**config.mk**
```make
export PLATFORM = sky130hd
export DESIGN_NAME = sbe_sig_ctl
export DESIGN_NICKNAME = d
export VERILOG_FILES = /design/src/rtl/sbe_pkg.sv /design/src/rtl/sbe_fatal_fsm.sv /design/src/rtl/sbe_intr_track.sv /design/src/rtl/sbe_cfg_reg.sv /design/src/rtl/sbe_sig_ctl.sv
export SDC_FILE = /design/constraint.sdc
export NUM_CORES = 1
export LEC_CHECK = 0
export CAP_MARGIN = 0
export CORE_MARGIN = 2
export CORE_UTILIZATION = 45
export CTS_BUF_LIST = sky130_fd_sc_hd__clkbuf_8
export DETAILED_ROUTE_END_ITERATION = 10
export GPL_TIMING_DRIVEN = 0
export PLACE_DENSITY = 0.93
export SLEW_MARGIN = 10
export SYNTH_ARGS = -nofsm -noshare
export SYNTH_HDL_FRONTEND = slang
export SYNTH_SLANG_ARGS = --single-unit
```
**constraint.sdc**
```tcl
create_clock -name clk -period 5.7 [get_ports clk]
set_clock_uncertainty 0.2 [all_clocks]
set_input_delay 1.425 -clock clk [delete_from_list [all_inputs] [get_ports clk]]
set_output_delay 1.425 -clock clk [all_outputs]
set_load 0.02 [all_outputs]
```
**src/rtl/sbe_pkg.sv**
```systemverilog
package sbe_pkg;
    localparam logic [1:0] ADDR_STS = 2'd0;
    localparam logic [1:0] ADDR_CTL = 2'd1;
    localparam logic [1:0] ADDR_REC = 2'd2;

    // fatal path state, encoded as {override, asserted}
    typedef enum logic [1:0] {
        F_ARMED = 2'b00,
        F_LIVE  = 2'b01,
        F_HELD  = 2'b10,
        F_FIRED = 2'b11
    } fatal_st_t;

    typedef enum logic [1:0] {
        I_QUIET   = 2'd0,
        I_RAISED  = 2'd1,
        I_PENDING = 2'd2
    } intr_st_t;
endpackage

```
**src/rtl/sbe_fatal_fsm.sv**
```systemverilog
module sbe_fatal_fsm
    import sbe_pkg::*;
(
    input  logic clk,
    input  logic rst_n,
    input  logic fire_req,
    input  logic sts_clr,
    input  logic ovr_wr,
    input  logic ovr_wval,
    output logic ovr,
    output logic sts
);
    fatal_st_t st_q, st_d;
    logic      n_ovr, n_sts;

    always_ff @(posedge clk or negedge rst_n) begin
        if (!rst_n) st_q <= F_HELD;
        else        st_q <= st_d;
    end

    always_comb begin
        n_ovr = 1'b1;
        n_sts = 1'b0;
        unique case (st_q)
            F_ARMED: begin
                n_ovr = ovr_wr ? ovr_wval : 1'b0;
                n_sts = 1'b0;
                if (fire_req) begin
                    n_ovr = 1'b1;
                    n_sts = 1'b1;
                end
            end
            F_LIVE: begin
                n_ovr = ovr_wr ? ovr_wval : 1'b0;
                n_sts = !sts_clr;
                if (fire_req) begin
                    n_ovr = 1'b1;
                    n_sts = 1'b1;
                end
            end
            F_HELD: begin
                n_ovr = ovr_wr ? ovr_wval : 1'b1;
                n_sts = 1'b0;
            end
            F_FIRED: begin
                n_ovr = ovr_wr ? ovr_wval : 1'b1;
                n_sts = !sts_clr;
            end
            default: begin
                n_ovr = 1'b1;
                n_sts = 1'b0;
            end
        endcase
        st_d = fatal_st_t'({n_ovr, n_sts});
    end

    always_comb begin
        ovr = st_q[1];
        sts = st_q[0];
    end
endmodule

```
**src/rtl/sbe_intr_track.sv**
```systemverilog
module sbe_intr_track
    import sbe_pkg::*;
#(
    parameter int NUM_INTR = 7
) (
    input  logic              clk,
    input  logic              rst_n,
    input  logic [NUM_INTR:0] set_rec,
    input  logic [NUM_INTR:0] clr_rec,
    input  logic              sts_clr,
    output logic [NUM_INTR:0] rec,
    output logic              sts,
    output logic              intr_n
);
    intr_st_t          st_q, st_d;
    logic [NUM_INTR:0] rec_q, rec_d;

    always_ff @(posedge clk or negedge rst_n) begin
        if (!rst_n) begin
            st_q  <= I_QUIET;
            rec_q <= '0;
        end else begin
            st_q  <= st_d;
            rec_q <= rec_d;
        end
    end

    always_comb begin
        rec_d = (rec_q & ~clr_rec) | set_rec;
        st_d  = st_q;
        if (|set_rec) begin
            st_d = I_RAISED;
        end else begin
            unique case (st_q)
                I_RAISED:  if (sts_clr) st_d = (|rec_d) ? I_PENDING : I_QUIET;
                I_PENDING: st_d = (|rec_d) ? I_PENDING : I_QUIET;
                I_QUIET:   st_d = (|rec_d) ? I_PENDING : I_QUIET;
                default:   st_d = I_QUIET;
            endcase
        end
    end

    always_comb begin
        rec    = rec_q;
        sts    = (st_q == I_RAISED);
        intr_n = (st_q == I_QUIET);
    end
endmodule

```
**src/rtl/sbe_cfg_reg.sv**
```systemverilog
module sbe_cfg_reg (
    input  logic       clk,
    input  logic       rst_n,
    input  logic       wr,
    input  logic [1:0] wval,
    output logic       esc,
    output logic       route
);
    always_ff @(posedge clk or negedge rst_n) begin
        if (!rst_n) begin
            esc   <= 1'b0;
            route <= 1'b0;
        end else if (wr) begin
            esc   <= wval[0];
            route <= wval[1];
        end
    end
endmodule

```
**src/rtl/sbe_sig_ctl.sv**
```systemverilog
module sbe_sig_ctl
    import sbe_pkg::*;
#(
    parameter int NUM_FATAL = 4,
    parameter int NUM_SERR  = 4,
    parameter int NUM_INTR  = 7
) (
    input  logic                 clk,
    input  logic                 rst_n,
    input  logic [NUM_FATAL-1:0] err_fatal,
    input  logic [NUM_SERR-1:0]  err_serr,
    input  logic [NUM_INTR-1:0]  err_intr,
    input  logic                 hard_fail,
    input  logic                 reg_wr,
    input  logic [1:0]           reg_addr,
    input  logic [NUM_INTR:0]    reg_wdata,
    output logic [NUM_INTR:0]    reg_rdata,
    output logic                 fatal_n,
    output logic                 intr_n
);
    localparam int DW = NUM_INTR + 1;

    logic          ovr_q, fsts_q, esc_q, route_q, ists_q;
    logic          wr_sts, wr_ctl, wr_rec, fire_req, any_harsh;
    logic [DW-1:0] set_rec, clr_rec, rec_q;

    always_comb begin
        wr_sts    = reg_wr && (reg_addr == ADDR_STS);
        wr_ctl    = reg_wr && (reg_addr == ADDR_CTL);
        wr_rec    = reg_wr && (reg_addr == ADDR_REC);
        any_harsh = (|err_fatal) || (|err_serr);
        fire_req  = !hard_fail && ((|err_fatal) || (esc_q && (|err_serr)));
        set_rec   = hard_fail ? '0 : {route_q && any_harsh, err_intr};
        clr_rec   = wr_rec ? reg_wdata : '0;
    end

    sbe_fatal_fsm u_fatal (
        .clk      (clk),
        .rst_n    (rst_n),
        .fire_req (fire_req),
        .sts_clr  (wr_sts && reg_wdata[0]),
        .ovr_wr   (wr_ctl),
        .ovr_wval (reg_wdata[0]),
        .ovr      (ovr_q),
        .sts      (fsts_q)
    );

    sbe_cfg_reg u_cfg (
        .clk   (clk),
        .rst_n (rst_n),
        .wr    (wr_ctl),
        .wval  (reg_wdata[2:1]),
        .esc   (esc_q),
        .route (route_q)
    );

    sbe_intr_track #(.NUM_INTR(NUM_INTR)) u_intr (
        .clk     (clk),
        .rst_n   (rst_n),
        .set_rec (set_rec),
        .clr_rec (clr_rec),
        .sts_clr (wr_sts && reg_wdata[1]),
        .rec     (rec_q),
        .sts     (ists_q),
        .intr_n  (intr_n)
    );

    always_comb begin
        fatal_n   = !fsts_q;
        reg_rdata = '0;
        unique case (reg_addr)
            ADDR_STS: reg_rdata[1:0] = {ists_q, fsts_q};
            ADDR_CTL: reg_rdata[2:0] = {route_q, esc_q, ovr_q};
            ADDR_REC: reg_rdata      = rec_q;
            default:  reg_rdata      = '0;
        endcase
    end
endmodule

```
==> results of run 1 <==
==> synthesized netlist by cell type (2+ instances only) <==
cell | count | area (um^2)
a22o_1 | 2 | 17.5
a22oi_1 | 4 | 30.0
nand3_1 | 9 | 45.0
ha_1 | 4 | 50.1
mux2_2 | 2 | 22.5
dfrtp_1 | 13 | 325
a222oi_1 | 2 | 20.0
buf_6 | 2 | 22.5
nand2_1 | 7 | 26.3
and2_1 | 5 | 31.3
inv_1 | 10 | 37.5
nor4_1 | 3 | 18.8
nand4b_1 | 2 | 17.5
nor2_1 | 3 | 11.3
nor2b_1 | 3 | 18.8
==> cell families (layout without fill, tap and decap cells) <==
group	after synthesis	count (layout)
buffers and inverters	12	54
flip-flops	14	14
AND/OR/NAND/NOR	35	35
multiplexers	2	2
adder cells (fa/ha/maj)	4	4
AO/OA/AOI/OAI	18	18
==> worst min path at each step <==
stage                     from         endpoint  slack, ns
2_1_floorplan    u_intr.rec[1]    u_intr.rec[1]       0.26
3_3_place_gp     u_intr.rec[1]    u_intr.rec[1]       0.29
3_5_place_dp     u_intr.rec[1]    u_intr.rec[1]       0.29
4_1_cts          u_intr.rec[1]    u_intr.rec[1]       0.31
5_1_grt        u_fatal.st_q[0]  u_fatal.st_q[0]       0.33
6_report       u_fatal.st_q[0]  u_fatal.st_q[0]       0.31
==> routing by layer <==
metal / up-vias / GRT usage (%) / wire length [um]
met5: - / 0 / 0
met4: 0 / 11.1 / 59
met3: 9 / 8.08 / 199
met2: 46 / 41.9 / 1250
met1: 420 / 29.8 / 930
li1: 392 / - / -
==> cell type report <==
type                            count  area (um^2)  area share (%)
Multi-Input combinational cell     59          420            32.4
Timing Repair Buffer               38          380            29.3
Sequential cell                    14          352            27.1
Clock buffer                        4         55.1            4.24
Inverter                           10         37.5            2.89
Tap cell                           25         31.3            2.41
Buffer                              2         22.5            1.73
==> worst reg2reg max path, stage by stage, from the launching register on <==
cell and delay (ns):
dfrtp_1 0.40, a22oi_1 0.30, nand4b_1 0.17, o211a_1 0.23
==> power by group through the flow <==
stage	Clock, mW	Sequential, mW	Combinational [mW]
floorplan	0	0.123	0.0419
global placement	0	0.125	0.0844
detailed placement	0	0.126	0.0865
CTS	0.0994	0.125	0.0877
global route	0.103	0.127	0.0945
finish	0.0978	0.125	0.0878
==> sequential cells by signal, indices dropped and copies added (netlist names) <==
| name | flops |
|---|---|
| u_intr.st_q | 2 |
| u_cfg.esc | 1 |
| u_fatal.st_q | 2 |
| u_cfg.route | 1 |
| u_intr.rec | 8 |
==> through the flow <==
stage | hold WS, ns | power [mW]
floorplan | 0.262 | 0.165
global placement | 0.288 | 0.210
detailed placement | 0.290 | 0.213
CTS | 0.306 | 0.312
global route | 0.330 | 0.324
finish | 0.308 | 0.310
==> impl_metrics.json, run 1 <==
{
  "outcome": "finished clean",
  "ys_flop_type": "dfrtp_1",
  "synthMuxAreaShare_pct": 2.71,
  "post_cts.repair.setup_buffers": 0,
  "final_util_pct": 75.2,
  "post_cts_resized": 0,
  "reg2reg_from": "u_intr.rec[5]",
  "min_period_over_period_pct": 90.0,
  "max-clock-path-buffers": 2,
  "p_sw_share_pct": 27.7,
  "crit_fanout": 10,
  "io-pin-count": 39,
  "cp.required_ns": 4.07,
  "post_synth_instance_area_um2": 832,
  "tns_ns": 0,
  "register_area_share_after_synthesis_pct": 42.3,
  "core_um2": 1730,
  "cts_max_level": 1,
  "critical_path.n_buffers_inverters": 4,
  "max_slew.worst_pin.slew_ns": 0.659,
  "detailedRoute.firstPassIterationCount": 4,
  "crit_path_cell_trace": "clkdlybuf4s50_1 > inv_1 > ha_1 > buf_6 > a222oi_1 > nor2_1 > clkdlybuf4s50_1",
  "timing.critical_path.depth": 7,
  "postPlaceCellArea_um2": 1240,
  "worst_path_cell_with_the_longest_stage_delay": "clkdlybuf4s50_1",
  "rsz_0062_raised_after_global_routing": "no",
  "power_density_nw_per_um2": 239,
  "layout.cell_area.non_filler_um2": 1300,
  "p_sw_mw": 0.0861,
  "ant_nets": 0,
  "antenna_cells_inserted": 0,
  "slew_violations": 0,
  "synth_cell_types": 29,
  "fin_worst_setup_slack_ns": 0.570,
  "maxCapViolations": 0,
  "postCtsHoldBufs": 0,
  "p_leak_nw": 0.550,
  "worstSkewPairLatency_ns": 0.25,
  "min_path_type": "reg -> reg",
  "startpoint": "reg_addr[0]",
  "post-place-cells": 148,
  "first_pass_grt_wire_length_um": 3770,
  "layout.cells.most_common": "clkdlybuf4s50_1",
  "maxClockFrequency_mhz": 195,
  "final-instance-count-excl-fill": 152,
  "drc": 0,
  "peakVddDrop_uv": 166,
  "gp_congestion": 0.859,
  "dominant_combinational_cell_family_by_area_after_synthesis": "simple AND/OR/NAND/NOR gates",
  "flow.area_growth_from_synthesis_pct": 56.1,
  "power.sequential.fraction_pct": 40.2,
  "maximum_number_of_pins_on_one_net_before_global_route_repair": 15,
  "grt_overflow": 0,
  "synth.net_count": 118,
  "hpwl_um": 1810,
  "pre_cts_ws_ns": 0.591,
  "clock_tree_from_tritoncts": "yes",
  "die_boundary_width_um": 47,
  "type_of_element_launching_the_critical_path": "input pin",
  "hold_depth": 1,
  "r2r_end": "u_intr.st_q[1]",
  "worstSetupEndpoint": "reg_rdata[1]",
  "timing.max_slew.rel_slack_pct": 55.9,
  "avg_vias_per_cell": 5.70,
  "intPower_mw": 0.224,
  "synth_enable_flop_cells": 0,
  "placement.io_buffers": 38,
  "route.detailed.wl_per_inst_um": 16.1,
  "total_die_area_um2": 2210,
  "hold_viol": 0,
  "num-fill-cells": 137,
  "syn-mean-instance-area_um2": 9.79,
  "critical-path-top-delay-family": "buffers and inverters",
  "initialDrtViolationCount": 24,
  "fin_nets": 161,
  "p_comb_share_pct": 28.3,
  "ff2ff_path_depth": 3,
  "pwr-share-clk_pct": 31.5,
  "reg2reg_slack_ns": 4.30,
  "floorplan.initialDensity_pct": 48.2,
  "timing.critical_path.arrival_ns": 3.50,
  "finalCriticalPeriod_ns": 5.13,
  "worst-setup-path-type": "in -> out",
  "synth_compound_area_share_pct": 18.6,
  "synth_xor_area_share_pct": 0,
  "cp-end-kind": "output pin",
  "num_vias": 867,
  "yosysWarnings": 0,
  "first_global_vias": 817,
  "std_cell_rows": 15,
  "critPathMaxStageDelay_ns": 0.54,
  "synth-seq-cells": 14,
  "clock-sinks": 14,
  "finalSetupViolations": 0,
  "most_frequent_cells_in_the_layout": "clkdlybuf4s50_1, dfrtp_1, inv_1",
  "synth-adder-area-share_pct": 6.02,
  "die_y_um": 47,
  "synth_cells": 85,
  "grt_use_total_pct": 25.2,
  "finalWirelength_um": 2440,
  "clkTransAtPathRegs_ns": 0.06,
  "numCtsBuffers": 3,
  "clock_tree.root_cell": "clkbuf_8",
  "async_flop_share_pct": 100,
  "timing.critical_path.mode_cell": "clkdlybuf4s50_1",
  "simple_gate_fraction_of_synth_area_pct": 23.2,
  "antenna_found_initial": 0,
  "layout_cell_share_with_drive_strength_beyond_1_pct": 10.2
}
Note: power is estimated with default switching activity, not from simulation.
==> inputs of run 2 (changes only) <==
--- a/config.mk
+++ b/config.mk
@@ -11,6 +11,7 @@
 export CTS_BUF_LIST = sky130_fd_sc_hd__clkbuf_8
 export DETAILED_ROUTE_END_ITERATION = 10
 export GPL_TIMING_DRIVEN = 0
+export HOLD_SLACK_MARGIN = 0.12
 export PLACE_DENSITY = 0.93
 export SLEW_MARGIN = 10
 export SYNTH_ARGS = -nofsm -noshare
==> results of run 2 <==
Same layout as run 1: the final DEF is identical, and so are final timing and power.
==> inputs of run 3 (changes only) <==
--- a/config.mk
+++ b/config.mk
@@ -7,12 +7,14 @@
 export LEC_CHECK = 0
 export CAP_MARGIN = 0
 export CORE_MARGIN = 2
-export CORE_UTILIZATION = 45
+export CORE_UTILIZATION = 42
 export CTS_BUF_LIST = sky130_fd_sc_hd__clkbuf_8
 export DETAILED_ROUTE_END_ITERATION = 10
+export GPL_ROUTABILITY_DRIVEN = 0
 export GPL_TIMING_DRIVEN = 0
 export HOLD_SLACK_MARGIN = 0.12
-export PLACE_DENSITY = 0.93
+export PLACE_DENSITY = 0.88
+export SKIP_LAST_GASP = 1
 export SLEW_MARGIN = 10
 export SYNTH_ARGS = -nofsm -noshare
 export SYNTH_HDL_FRONTEND = slang
==> run 3 against run 2 <==
Clock power down 17%. Die area up 6.5%. Largest cell class unchanged. Global-route usage down 5.0 points. Worst hold slack better by 0.013 ns. Cell area down 0.58%. Largest power group unchanged. Highest routed layer unchanged. Non-clock buffer count unchanged. Critical path depth unchanged. Via count down 5.8%. Power down 6.1%. Final cell count up 1.3%.
==> impl_metrics.json, run 3 (same netlist as run 1, synthesis figures left out) <==
{
  "timing.hold.ws_ns": 0.321,
  "flow.area_growth_from_synthesis_pct": 55.2,
  "clock_tree.root_cell": "clkbuf_8",
  "footprint_of_the_flip_flops_and_latches_um2": 352,
  "total_die_area_um2": 2350,
  "post-place-cells": 150,
  "total_area_of_multi_input_combinational_cells_um2": 420,
  "numCtsBuffers": 3,
  "antenna_cells_inserted": 0,
  "ant_nets": 0,
  "crit_fanout": 10,
  "post_cts_resized": 0,
  "placement.io_buffers": 38,
  "floorplan.initialDensity_pct": 43.3,
  "min_path_type": "reg -> reg",
  "gr-usage-met2_pct": 34.5,
  "maxCapViolations": 0,
  "io-pin-count": 39,
  "worstHoldStart": "u_intr.rec[1]",
  "min_delay_worst_endpoint": "u_intr.rec[1]",
  "timing.max_slew.rel_slack_pct": 59.6,
  "drc": 0,
  "finalWirelength_um": 2110,
  "max_slew.worst_pin.slew_ns": 0.604,
  "post_cts.repair.setup_buffers": 0,
  "peakVddDrop_uv": 198,
  "grt_use_total_pct": 20.2,
  "outcome": "finished clean",
  "r2r_end": "u_intr.st_q[1]",
  "avg_vias_per_cell": 5.31,
  "antenna_found_initial": 0,
  "hold_depth": 2,
  "type_of_element_launching_the_critical_path": "input pin",
  "maxClockFrequency_mhz": 197,
  "layout.cells.most_common": "clkdlybuf4s50_1",
  "grt_overflow": 0,
  "first_global_vias": 810,
  "met3_track_demand_over_resource_pct": 6.48,
  "finalSetupViolations": 0,
  "critPathMaxStageDelay_ns": 0.54,
  "power_density_nw_per_um2": 226,
  "clkTransAtPathRegs_ns": 0.06,
  "timing.critical_path.arrival_ns": 3.45,
  "grt_util_met1_pct": 23.9,
  "grt.busiest_layer": "met2",
  "worstSkewPairLatency_ns": 0.24,
  "final-instance-count-excl-fill": 154,
  "clock_tree_from_tritoncts": "yes",
  "hpwl_um": 1770,
  "slew_violations": 0,
  "rsz_0062_raised_after_global_routing": "no",
  "finalCriticalPeriod_ns": 5.08,
  "first_pass_grt_wire_length_um": 3590,
  "critical_path.n_buffers_inverters": 4,
  "layout.cell_area.non_filler_um2": 1290,
  "die_y_um": 48.5,
  "detailedRoute.firstPassIterationCount": 4,
  "crit_path_cell_trace": "clkdlybuf4s50_1 > inv_1 > ha_1 > buf_6 > a222oi_1 > nor2_1 > clkdlybuf4s50_1",
  "reg2reg_from": "u_intr.rec[2]",
  "ff2ff_path_depth": 3,
  "reg2reg_slack_ns": 4.32,
  "min_period_over_period_pct": 89.1,
  "hold_viol": 0,
  "maximum_number_of_pins_on_one_net_before_global_route_repair": 15,
  "num-fill-cells": 158,
  "clock-sinks": 14,
  "route.detailed.wl_per_inst_um": 13.7,
  "tns_ns": 0,
  "max-clock-path-buffers": 2,
  "num_vias": 817,
  "critical-path-top-delay-family": "buffers and inverters",
  "largest_register_ff_count": 8,
  "most_frequent_cells_in_the_layout": "clkdlybuf4s50_1, dfrtp_1, inv_1",
  "timing.critical_path.mode_cell": "clkdlybuf4s50_1",
  "core_um2": 1920,
  "cts_max_level": 1,
  "worst-setup-path-type": "in -> out",
  "die_boundary_width_um": 48.5,
  "postCtsHoldBufs": 0,
  "layout_cell_share_with_drive_strength_beyond_1_pct": 9.45,
  "pre_cts_ws_ns": 0.609,
  "cp-end-kind": "output pin",
  "p_leak_nw": 0.548,
  "initialDrtViolationCount": 33,
  "fin_worst_setup_slack_ns": 0.620,
  "postPlaceCellArea_um2": 1250,
  "fin_nets": 161,
  "cp.required_ns": 4.07,
  "std_cell_rows": 16,
  "worst_path_cell_with_the_longest_stage_delay": "clkdlybuf4s50_1"
}
run 3: through the flow:
stage | total power [mW] | utilization, %
2_1_floorplan | 0.165 | -
5_1_grt | 0.306 | 67.2
3_5_place_dp | 0.212 | 64.8
3_3_place_gp | 0.210 | 64.8
6_report | 0.291 | 67.2
4_1_cts | 0.295 | 67.2
run 3: final cells by class:
| class | count | area share [%] |
|---|---|---|
| inverters | 10 | 2.91 |
| plain buffers | 2 | 1.74 |
| flip-flops and latches | 14 | 27.2 |
| clock buffers | 3 | 3.20 |
| well taps | 27 | 2.62 |
| repair buffers | 38 | 29.5 |
| multi-input cells | 59 | 32.6 |
| clock inverters | 1 | 0.291 |
run 3: worst max-delay path by stage:
stage,from,endpoint,cells after the start
finish,reg_addr[0],reg_rdata[1],7
global route,reg_addr[0],reg_rdata[1],7
CTS,reg_addr[0],reg_rdata[1],7
detailed placement,reg_addr[0],reg_rdata[1],7
global placement,reg_addr[0],reg_rdata[1],7
floorplan,reg_addr[0],reg_rdata[1],5
run 3: worst min-delay path: stages, from the launching register on:
cell and delay [ns]:
dfrtp_1 0.35, nand2_1 0.07, nand2_1 0.06
run 3: report_power, final:
part / switching [mW] / leakage (nW) / internal [mW]
Clock: 0.0334 / 0.0269 / 0.0475
Sequential: 0.0103 / 0.146 / 0.114
Combinational: 0.0372 / 0.375 / 0.0486
run 3: routing by layer:
| layer | wire length, um | part of all wire, % | vias to the layer above |
|---|---|---|---|
| li1 | - | - | 395 |
| met4 | 9 | 0.43 | 0 |
| met5 | 0 | 0 | - |
| met2 | 1120 | 53 | 34 |
| met1 | 824 | 39 | 386 |
| met3 | 155 | 7.3 | 2 |
